`src/rtl/i2cm_pkg.sv`:
```
// Shared types for the I2C master byte engine.
// Assumes a bit cell of four equal quarters; quarter codes are fixed by the
// line-drive table in the top module.
package i2cm_pkg;

    typedef enum logic [2:0] {
        ST_IDLE  = 3'd0,
        ST_START = 3'd1,
        ST_BITS  = 3'd2,
        ST_HOLD  = 3'd3,
        ST_STOP  = 3'd4
    } i2cm_state_t;

    localparam logic [1:0] Q_LOW_A = 2'd0;  // SCL low, SDA may change
    localparam logic [1:0] Q_RISE  = 2'd1;  // SCL released, sample at its end
    localparam logic [1:0] Q_HIGH  = 2'd2;  // SCL released
    localparam logic [1:0] Q_LOW_B = 2'd3;  // SCL low again

    localparam int BYTE_BITS = 8;

endpackage

```
`src/rtl/i2cm_qtimer.sv`:
```
// Quarter-cell timer: divides the system clock into quarters of QTR cycles
// and counts quarters 0..3 while run is high.
// Assumes run is held high for whole cells; dropping run clears the phase.
module i2cm_qtimer #(
    parameter int QTR = 2
) (
    input  logic       clk,
    input  logic       rst_n,
    input  logic       run,
    output logic [1:0] q,
    output logic       tick
);
    localparam int CW = (QTR > 1) ? $clog2(QTR) : 1;
    localparam logic [CW-1:0] LAST = CW'(QTR - 1);

    logic [CW-1:0] cnt;

    assign tick = run && (cnt == LAST);

    // Advance the cycle count and the quarter index; idle clears both.
    always_ff @(posedge clk) begin
        if (!rst_n || !run) begin
            cnt <= '0;
            q   <= 2'd0;
        end else if (tick) begin
            cnt <= '0;
            q   <= q + 2'd1;
        end else begin
            cnt <= cnt + CW'(1);
        end
    end

endmodule

```
`src/rtl/i2cm_shreg.sv`:
```
// Byte shift register: parallel load, shift-in of a sampled bit, or left
// shift to present the next transmit bit on the MSB.
// Assumes at most one of the three controls matters per cycle (load wins).
module i2cm_shreg #(
    parameter int W = 8
) (
    input  logic         clk,
    input  logic         rst_n,
    input  logic         load,
    input  logic [W-1:0] ld_val,
    input  logic         cap,
    input  logic         din,
    input  logic         shl,
    output logic [W-1:0] q
);
    // Load, capture or shift the byte being moved across the bus.
    always_ff @(posedge clk) begin
        if (!rst_n) begin
            q <= '0;
        end else if (load) begin
            q <= ld_val;
        end else if (cap) begin
            q <= {q[W-2:0], din};
        end else if (shl) begin
            q <= {q[W-2:0], 1'b0};
        end
    end

endmodule

```
`src/rtl/i2cm_engine.sv`:
```
// I2C master byte engine. Control bits from a register file start a
// transfer (header from dat_in), move bytes in either direction, pick
// ACK/NACK for received bytes and close with STOP. Lines are open drain:
// outputs only request a pull-low.
// Assumes DIV is a multiple of 4 and at least 4; slaves never stretch SCL.
module i2cm_engine
    import i2cm_pkg::*;
#(
    parameter int DIV = 8
) (
    input  logic       clk,
    input  logic       rst_n,
    input  logic       en,
    input  logic       sta,
    input  logic       tx_mode,
    input  logic       ack_ctl,
    input  logic [7:0] dat_in,
    input  logic       dat_wr,
    input  logic       sda_i,
    output logic       scl_drv_low,
    output logic       sda_drv_low,
    output logic [7:0] rx_byte,
    output logic       done,
    output logic       busy,
    output logic       rx_ack,
    output logic       arb_lost
);
    localparam int QTR = DIV / 4;
    localparam logic [3:0] ACK_SLOT = 4'(BYTE_BITS);
    localparam logic [3:0] LAST_DATA = 4'(BYTE_BITS - 1);

    i2cm_state_t st;
    logic [3:0]  bitn;
    logic        is_tx;
    logic        ack_hold;
    logic        sta_q;
    logic        run;
    logic [1:0]  q;
    logic        tick;
    logic        sample;
    logic        bit_end;
    logic        start_req;
    logic        in_data;
    logic [7:0]  sh_q;
    logic        sh_load;
    logic        sh_cap;
    logic        sh_shl;

    assign run       = (st == ST_START) || (st == ST_BITS) || (st == ST_STOP);
    assign sample    = tick && (q == Q_RISE);
    assign bit_end   = tick && (q == Q_LOW_B);
    assign start_req = en && sta && !sta_q;
    assign in_data   = (bitn < ACK_SLOT);
    assign busy      = (st != ST_IDLE);

    assign sh_load = (st == ST_IDLE && start_req) ||
                     (st == ST_HOLD && sta && tx_mode && dat_wr);
    assign sh_cap  = (st == ST_BITS) && !is_tx && in_data && sample;
    assign sh_shl  = (st == ST_BITS) && is_tx && in_data && bit_end;

    i2cm_qtimer #(.QTR(QTR)) i_qtimer (
        .clk  (clk),
        .rst_n(rst_n),
        .run  (run),
        .q    (q),
        .tick (tick)
    );

    i2cm_shreg #(.W(8)) i_shreg (
        .clk   (clk),
        .rst_n (rst_n),
        .load  (sh_load),
        .ld_val(dat_in),
        .cap   (sh_cap),
        .din   (sda_i),
        .shl   (sh_shl),
        .q     (sh_q)
    );

    // Sequence START, byte cells, hold, STOP; latch status at fixed points.
    always_ff @(posedge clk) begin
        if (!rst_n) begin
            st       <= ST_IDLE;
            bitn     <= 4'd0;
            is_tx    <= 1'b0;
            ack_hold <= 1'b0;
            sta_q    <= 1'b0;
            done     <= 1'b0;
            rx_byte  <= 8'd0;
            rx_ack   <= 1'b0;
            arb_lost <= 1'b0;
        end else begin
            sta_q <= sta;
            done  <= 1'b0;
            if (!en) begin
                st <= ST_IDLE;
            end else begin
                case (st)
                    ST_IDLE: begin
                        if (start_req) begin
                            st       <= ST_START;
                            arb_lost <= 1'b0;
                        end
                    end
                    ST_START: begin
                        if (bit_end) begin
                            st    <= ST_BITS;
                            bitn  <= 4'd0;
                            is_tx <= 1'b1;
                        end
                    end
                    ST_BITS: begin
                        if (sample) begin
                            if (is_tx && in_data && sh_q[7] && !sda_i) begin
                                arb_lost <= 1'b1;
                                st       <= ST_IDLE;
                            end
                            if (is_tx && !in_data) begin
                                rx_ack <= sda_i;
                            end
                        end
                        if (bit_end) begin
                            if (bitn == LAST_DATA) begin
                                ack_hold <= ack_ctl;
                            end
                            if (!in_data) begin
                                done <= 1'b1;
                                bitn <= 4'd0;
                                if (!is_tx) begin
                                    rx_byte <= sh_q;
                                end
                                if (!sta) begin
                                    st <= ST_STOP;
                                end else if (tx_mode) begin
                                    st <= ST_HOLD;
                                end else begin
                                    is_tx <= 1'b0;
                                end
                            end else begin
                                bitn <= bitn + 4'd1;
                            end
                        end
                    end
                    ST_HOLD: begin
                        if (!sta) begin
                            st <= ST_STOP;
                        end else if (!tx_mode) begin
                            st    <= ST_BITS;
                            is_tx <= 1'b0;
                            bitn  <= 4'd0;
                        end else if (dat_wr) begin
                            st    <= ST_BITS;
                            is_tx <= 1'b1;
                            bitn  <= 4'd0;
                        end
                    end
                    ST_STOP: begin
                        if (bit_end) begin
                            st <= ST_IDLE;
                        end
                    end
                    default: st <= ST_IDLE;
                endcase
            end
        end
    end

    // Map state and quarter to the two open-drain pull-low requests.
    always_comb begin
        scl_drv_low = 1'b0;
        sda_drv_low = 1'b0;
        case (st)
            ST_START: begin
                sda_drv_low = q[1];
            end
            ST_BITS: begin
                scl_drv_low = (q == Q_LOW_A) || (q == Q_LOW_B);
                if (in_data) begin
                    sda_drv_low = is_tx && !sh_q[7];
                end else begin
                    sda_drv_low = !is_tx && !ack_hold;
                end
            end
            ST_HOLD: begin
                scl_drv_low = 1'b1;
            end
            ST_STOP: begin
                scl_drv_low = (q == Q_LOW_A);
                sda_drv_low = (q != Q_LOW_B);
            end
            default: begin
                scl_drv_low = 1'b0;
                sda_drv_low = 1'b0;
            end
        endcase
    end

    AST_SDA_STILL_WHILE_SCL_HIGH: assert property (@(posedge clk) disable iff (!rst_n)
        (st == ST_BITS && $past(st) == ST_BITS && !scl_drv_low && !$past(scl_drv_low))
            |-> $stable(sda_drv_low));

    AST_DONE_SINGLE_CYCLE: assert property (@(posedge clk) disable iff (!rst_n)
        done |=> !done);

    AST_DISABLE_RELEASES: assert property (@(posedge clk) disable iff (!rst_n)
        !en |=> (!scl_drv_low && !sda_drv_low && !busy));

    AST_ARB_RELEASES: assert property (@(posedge clk) disable iff (!rst_n)
        $rose(arb_lost) |-> (!scl_drv_low && !sda_drv_low && !busy));

    AST_START_ONLY_WHEN_BUSY: assert property (@(posedge clk) disable iff (!rst_n)
        ($rose(sda_drv_low) && !scl_drv_low) |-> busy);

    AST_RX_BYTE_ONLY_ON_DONE: assert property (@(posedge clk) disable iff (!rst_n)
        !done |-> $stable(rx_byte));

endmodule

```
`config.mk`:
```
export PLATFORM = sky130hd
export DESIGN_NAME = i2cm_engine
export DESIGN_NICKNAME = d
export VERILOG_FILES = /design/src/rtl/i2cm_pkg.sv /design/src/rtl/i2cm_qtimer.sv /design/src/rtl/i2cm_shreg.sv /design/src/rtl/i2cm_engine.sv
export SDC_FILE = /design/constraint.sdc
export NUM_CORES = 1
export LEC_CHECK = 0
export ABC_AREA = 1
export ABC_CLOCK_PERIOD_IN_PS = 2500
export CAP_MARGIN = 30
export CORE_MARGIN = 1.5
export CORE_UTILIZATION = 56
export DETAILED_ROUTE_END_ITERATION = 6
export GPL_TIMING_DRIVEN = 0
export HOLD_SLACK_MARGIN = 0.1
export PLACE_DENSITY = 0.84
export SYNTH_ARGS = -nofsm -noshare
export SYNTH_HDL_FRONTEND = slang
export SYNTH_SLANG_ARGS = --single-unit
export TNS_END_PERCENT = 100
```
`constraint.sdc`:
```
create_clock -name clk -period 2.5 [get_ports clk]
set_input_delay 0.25 -clock clk [delete_from_list [all_inputs] [get_ports clk]]
set_output_delay 0.25 -clock clk [all_outputs]
set_load 0.01 [all_outputs]
```
==> results.toml, run 1 <==
[floorplanning]
dieArea_um2 = 3410
coreArea_um2 = 2830
num_rows = 19
chipWidth_um = 58.4
initial_core_util_pct = 60.7
die_height_um = 58.4
io_pins = 30

[route]
vias_per_cell = 5.26
drt_iter0_markers = 98
ant_nets = 0
post-route-drc-count = 0
dr.pass1.iters = 4
num_vias = 1732
wl_per_cell_um = 12.2
wirelength_um = 4000

[timing]
setup_tns_ns = 0
worst_slack_ns = 0.311
hold_viol = 0
hold_ws_ns = 0.449
rsz0062_at_grt = "false"
max_slew_margin_pct = 75.4
drv_slew = 0
finClkSkew_ns = 0.00812
setup_viol = 0
fmax_ghz = 0.457
post-route-period-util_pct = 87.6
worst_pin_slew_ns = 0.369
finalCriticalPeriod_ns = 2.19

[clock_tree]
cts_tree = "built"
clk_pin_slew_ns = 0.10
cts_setup_buffers = 0
root_buffer = "clkbuf_4"
numCtsBuffers = 5
clkLatencyLatePin_ns = 0.35
cts_buffer_depth = 2
cts_resized = 0
htree_levels = 2
cts.sinks = 32
ctsHoldBuffers = 0

[setup_path]
cp_max_fo = 7
crit_chain = "nor2_2, nand2_2, inv_1, nand2_1, o221ai_1, clkdlybuf4s50_1"
r2r_cells = 8
critPathSlowestCell = "clkdlybuf4s50_1"
start_kind = "flip-flop"
cp_num_cells = 6
cp.buffers_inverters = 2
crit_type = "flip-flop to primary output"
critPathCaptureType = "primary output"
critical_path.top_delay_family = "buffers and inverters"
crit_arrival_ns = 1.94
critPathRequiredTime_ns = 2.25
slowest_delay_ns = 0.56
r2r_slack_ns = 0.68

[yosys]
ys_warn_count = 0
ys_seq_area_share_pct = 37.3
synthCells = 261
yosysUniqueCellTypes = 28
ys_ff_latch = 32
syn_avg_cell_area_um2 = 6.58
synthArstFlopShare_pct = 0
synth_largest_area_cell = "dfxtp_1"
yosys.area.top_type_share_pct = 37.3
synth_flop_cell = "dfxtp_1"
synth_area_um2 = 1720
ys_top_cells_by_area = "dfxtp_1 (37%), nor2_1 (13%), nand2_1 (11%)"
synth_nets = 281
synth_edf_count = 0

[global_route]
grt_max_degree = 11
grt.overflow.total = 0
antenna_found_initial = 0
grt_util_all_layers_pct = 25.7
grt_pass1_vias = 1480
grt_pass1_wl_um = 6590

[power]
total_leakage_power_nw = 0.956
ir_drop_v = 0.000399
finalPower_mw = 1.05
p_per_area_nw_per_um2 = 495

[job]
max_cap_violations = 0

[hold_path]
whs_path_depth = 2
hp-class = "flip-flop to flip-flop"

[place]
dp_hpwl_um = 2980
placed_area_um2 = 2050
place_ws_ns = 0.400
port-buffer-count = 29
place.gp.congestion = 0.924

[layout]
fin_nets = 317
diodes = 0
layout_commonest_cell = "nor2_1"
area_delta_synth_final_pct = 23.6
drive_gt1_share_pct = 9.73
fill_cells = 246
final_area_um2 = 2120
layout_common_cells = "nor2_1 (60), nand2_1 (50), dfxtp_1 (32), inv_1 (30), clkdlybuf4s50_1 (29)"

[run_status]
outcome = "finished, final reports clean"
==> Yosys cell counts (2+ instances only) <==
| cell | instances |
|---|---|
| a21oi_1 | 13 |
| nand3_2 | 4 |
| inv_2 | 2 |
| ha_1 | 4 |
| nand3_1 | 10 |
| dfxtp_1 | 32 |
| nor3_1 | 3 |
| o21ai_0 | 24 |
| nor2_1 | 60 |
| inv_1 | 30 |
| nand2_1 | 50 |
| o21ai_1 | 2 |
| nand2_2 | 5 |
| nand4_1 | 5 |
| nor2_2 | 4 |
==> per-layer routing <==
metal / GRT usage, % / routed length, um / up-vias
met5: 0 / 0 / -
met4: 12.3 / 72 / 0
met3: 4.18 / 235 / 10
met2: 39.0 / 1750 / 47
met1: 35.6 / 1940 / 765
li1: - / - / 910
==> area by class of cell <==
cell class	instances	area, um2	share of cell area [%]
repair buffers	29	290	13.7
flip-flops and latches	32	641	30.2
inverters	34	131	6.19
multi-input cells	191	920	43.3
plain buffers	4	25.0	1.18
clock buffers	6	41.3	1.95
well taps	31	38.8	1.83
clock inverters	2	35.0	1.65
==> worst min-delay path, cell delays in order, from the launching register on <==
cell and delay [ns]:
dfxtp_1 0.32, inv_1 0.04, a21oi_1 0.05
==> registers in the layout (all words and copies together) (netlist names), 2 cells and up <==
name / flops
st: 3
i_qtimer.q: 2
i_shreg.q: 8
bitn: 4
rx_byte: 8
==> where the power goes <==
group	leakage, nW	internal, mW	total (mW)	switching [mW]
sequential	0.260	0.524	0.535	0.0111
combinational	0.654	0.0520	0.118	0.0657
clock	0.0422	0.210	0.398	0.188
==> kinds of logic (layout without fill, tap and decap cells) <==
kind of cell | after synthesis | after routing | synth area share, %
AND/OR/NAND/NOR | 143 | 143 | 37.0
buffers and inverters | 38 | 75 | 9.11
flip-flops | 32 | 32 | 37.3
adder cells (fa/ha/maj) | 4 | 4 | 2.92
AO/OA/AOI/OAI | 44 | 44 | 13.6
==> per-stage QoR <==
stage                     instances  util [%]
after detailed placement        321      72.3
after global placement          321      72.3
after global routing            329      75.0
final                           329      75.0
after floorplan                 261         -
after CTS                       329      75.0
==> worst paths after layout <==
| path | start | end |
|---|---|---|
| max | st[0] | sda_drv_low |
| min | arb_lost | arb_lost |
| max reg2reg | st[1] | rx_byte[4] |
| min reg2reg | arb_lost | arb_lost |
(Power assumes the default switching activity.)
==> inputs of run 2 (changes only) <==
==> constraint.sdc (replaced) <==
create_clock -name clk -period 2.5 [get_ports clk]
set_input_delay 0.25 -clock clk [delete_from_list [all_inputs] [get_ports clk]]
set_output_delay 0.25 -clock clk [all_outputs]
set_load 0.05 [all_outputs]
==> run 2 against run 1 <==
Clock power is essentially flat. Wire length is essentially flat. Utilization grew 0.088 points. Fmax shrank 8.0%. Die area is the same. Flip-flop and latch count is the same. Sequential power is essentially flat. Setup slack lost 0.19 ns.
==> results.toml, run 2 (synthesis results as in run 1) <==
[run_status]
outcome = "finished, final reports clean"

[global_route]
grt_util_all_layers_pct = 25.7
top_usage_layer = "met2"
grt_pass1_vias = 1480
grt_max_degree = 11
grtUsageMet1_pct = 35.6
grt_util_met3_pct = 4.18
antenna_found_initial = 0
grt_pass1_wl_um = 6590
grt_use_met2_pct = 39.0
grt.overflow.total = 0

[timing]
rsz0062_at_grt = "false"
post-route-period-util_pct = 95.2
worst_pin_slew_ns = 0.506
drv_slew = 0
finalCriticalPeriod_ns = 2.38
fmax_ghz = 0.420
finClkSkew_ns = 0.00812
setup_tns_ns = 0
max_slew_margin_pct = 66.2
hold_viol = 0
setup_viol = 0

[layout]
fin_nets = 317
diodes = 0
fill_cells = 247
largestRegisters = "i_shreg.q (8), rx_byte (8), bitn (4)"
layout_commonest_cell = "nor2_1"
area_delta_synth_final_pct = 23.8
final_area_um2 = 2120
drive_gt1_share_pct = 9.73
layout_common_cells = "nor2_1 (60), nand2_1 (50), dfxtp_1 (32), inv_1 (30), clkdlybuf4s50_1 (28)"
finalNonFillerCells = 329

[clock_tree]
clkLatencyLatePin_ns = 0.35
numCtsBuffers = 5
cts_setup_buffers = 0
cts_tree = "built"
cts_buffer_depth = 2
htree_levels = 2
root_buffer = "clkbuf_4"
cts.sinks = 32
clk_pin_slew_ns = 0.10

[route]
drt_iter0_markers = 98
wl_per_cell_um = 12.2
wirelength_um = 4010
post-route-drc-count = 0
ant_nets = 0
dr.pass1.iters = 4
num_vias = 1732
vias_per_cell = 5.26

[setup_path]
reg2reg_from = "st[1]"
critPathSlowestCell = "clkdlybuf4s50_1"
crit_arrival_ns = 2.13
critPathCaptureType = "primary output"
cp_max_fo = 4
crit_start = "i_qtimer.q[0]"
slowest_delay_ns = 0.83
crit_type = "flip-flop to primary output"
start_kind = "flip-flop"
crit_chain = "inv_1, ha_1, o211ai_1, clkdlybuf4s50_1"
critPathRequiredTime_ns = 2.25

[place]
placed_area_um2 = 2050
dp.cells = 321
port-buffer-count = 29
place.gp.congestion = 0.924
dp_hpwl_um = 2980

[floorplanning]
chipWidth_um = 58.4
num_rows = 19
initial_core_util_pct = 60.7
dieArea_um2 = 3410
die_height_um = 58.4
io_pins = 30
coreArea_um2 = 2830

[power]
ir_drop_v = 0.000399
p_per_area_nw_per_um2 = 497
total_leakage_power_nw = 0.974

[hold_path]
hp-class = "flip-flop to flip-flop"
min-delay-start = "arb_lost"

[job]
max_cap_violations = 0
-- run 2: what timing repair did --
| action | 4_1_cts | 5_1_grt |
|---|---|---|
| hold buffers | 0 | 0 |
| resized for setup | 0 | 1 |
| hold endpoints to repair | 0 | 0 |
| setup endpoints to repair | 0 | 1 |
-- run 2: through the flow --
stage	worst slack (ns)	utilization, %	hold WS, ns	total power [mW]
3_5_place_dp	0.400	72.3	0.437	0.668
6_report	0.120	75.1	0.449	1.06
2_1_floorplan	0.735	-	0.343	0.618
5_1_grt	0.0292	75.1	0.481	1.09
4_1_cts	0.0512	75.0	0.452	1.05
3_3_place_gp	0.420	72.3	0.435	0.666
-- run 2: power by group --
part	switching (mW)	internal, mW
Clock	0.188	0.210
Combinational	0.0714	0.0520
Sequential	0.0111	0.524
Total	0.271	0.785
-- run 2: final timing paths --
check             slack [ns]  depth (start not counted)     endpoint
hold / removal          0.45                          2     arb_lost
setup / recovery        0.12                          4  scl_drv_low
setup reg to reg        0.68                          8   rx_byte[4]
hold reg to reg         0.45                          2     arb_lost
-- run 2: layout make-up --
class	instances	area, um2	area share (%)
inverter	34	131	6.18
clock buffer	6	41.3	1.94
buffer	4	25.0	1.18
timing repair buffer	29	293	13.8
sequential	32	641	30.2
tap	31	38.8	1.83
clock inverter	2	35.0	1.65
multi-input combinational	191	920	43.3
-- run 2: critical path: cells and delay by family, from the launching register on --
| family | cells | cell delay [ns] |
|---|---|---|
| AO/OA/AOI/OAI | 1 | 0.18 |
| adder cells (fa/ha/maj) | 1 | 0.31 |
| buffers and inverters | 2 | 0.91 |
| flip-flops | 1 | 0.39 |
-- run 2: per-layer routing --
metal	up-vias	part of all wire [%]
li1	910	-
met4	0	1.8
met5	-	0
met1	765	48
met2	47	44
met3	10	5.9
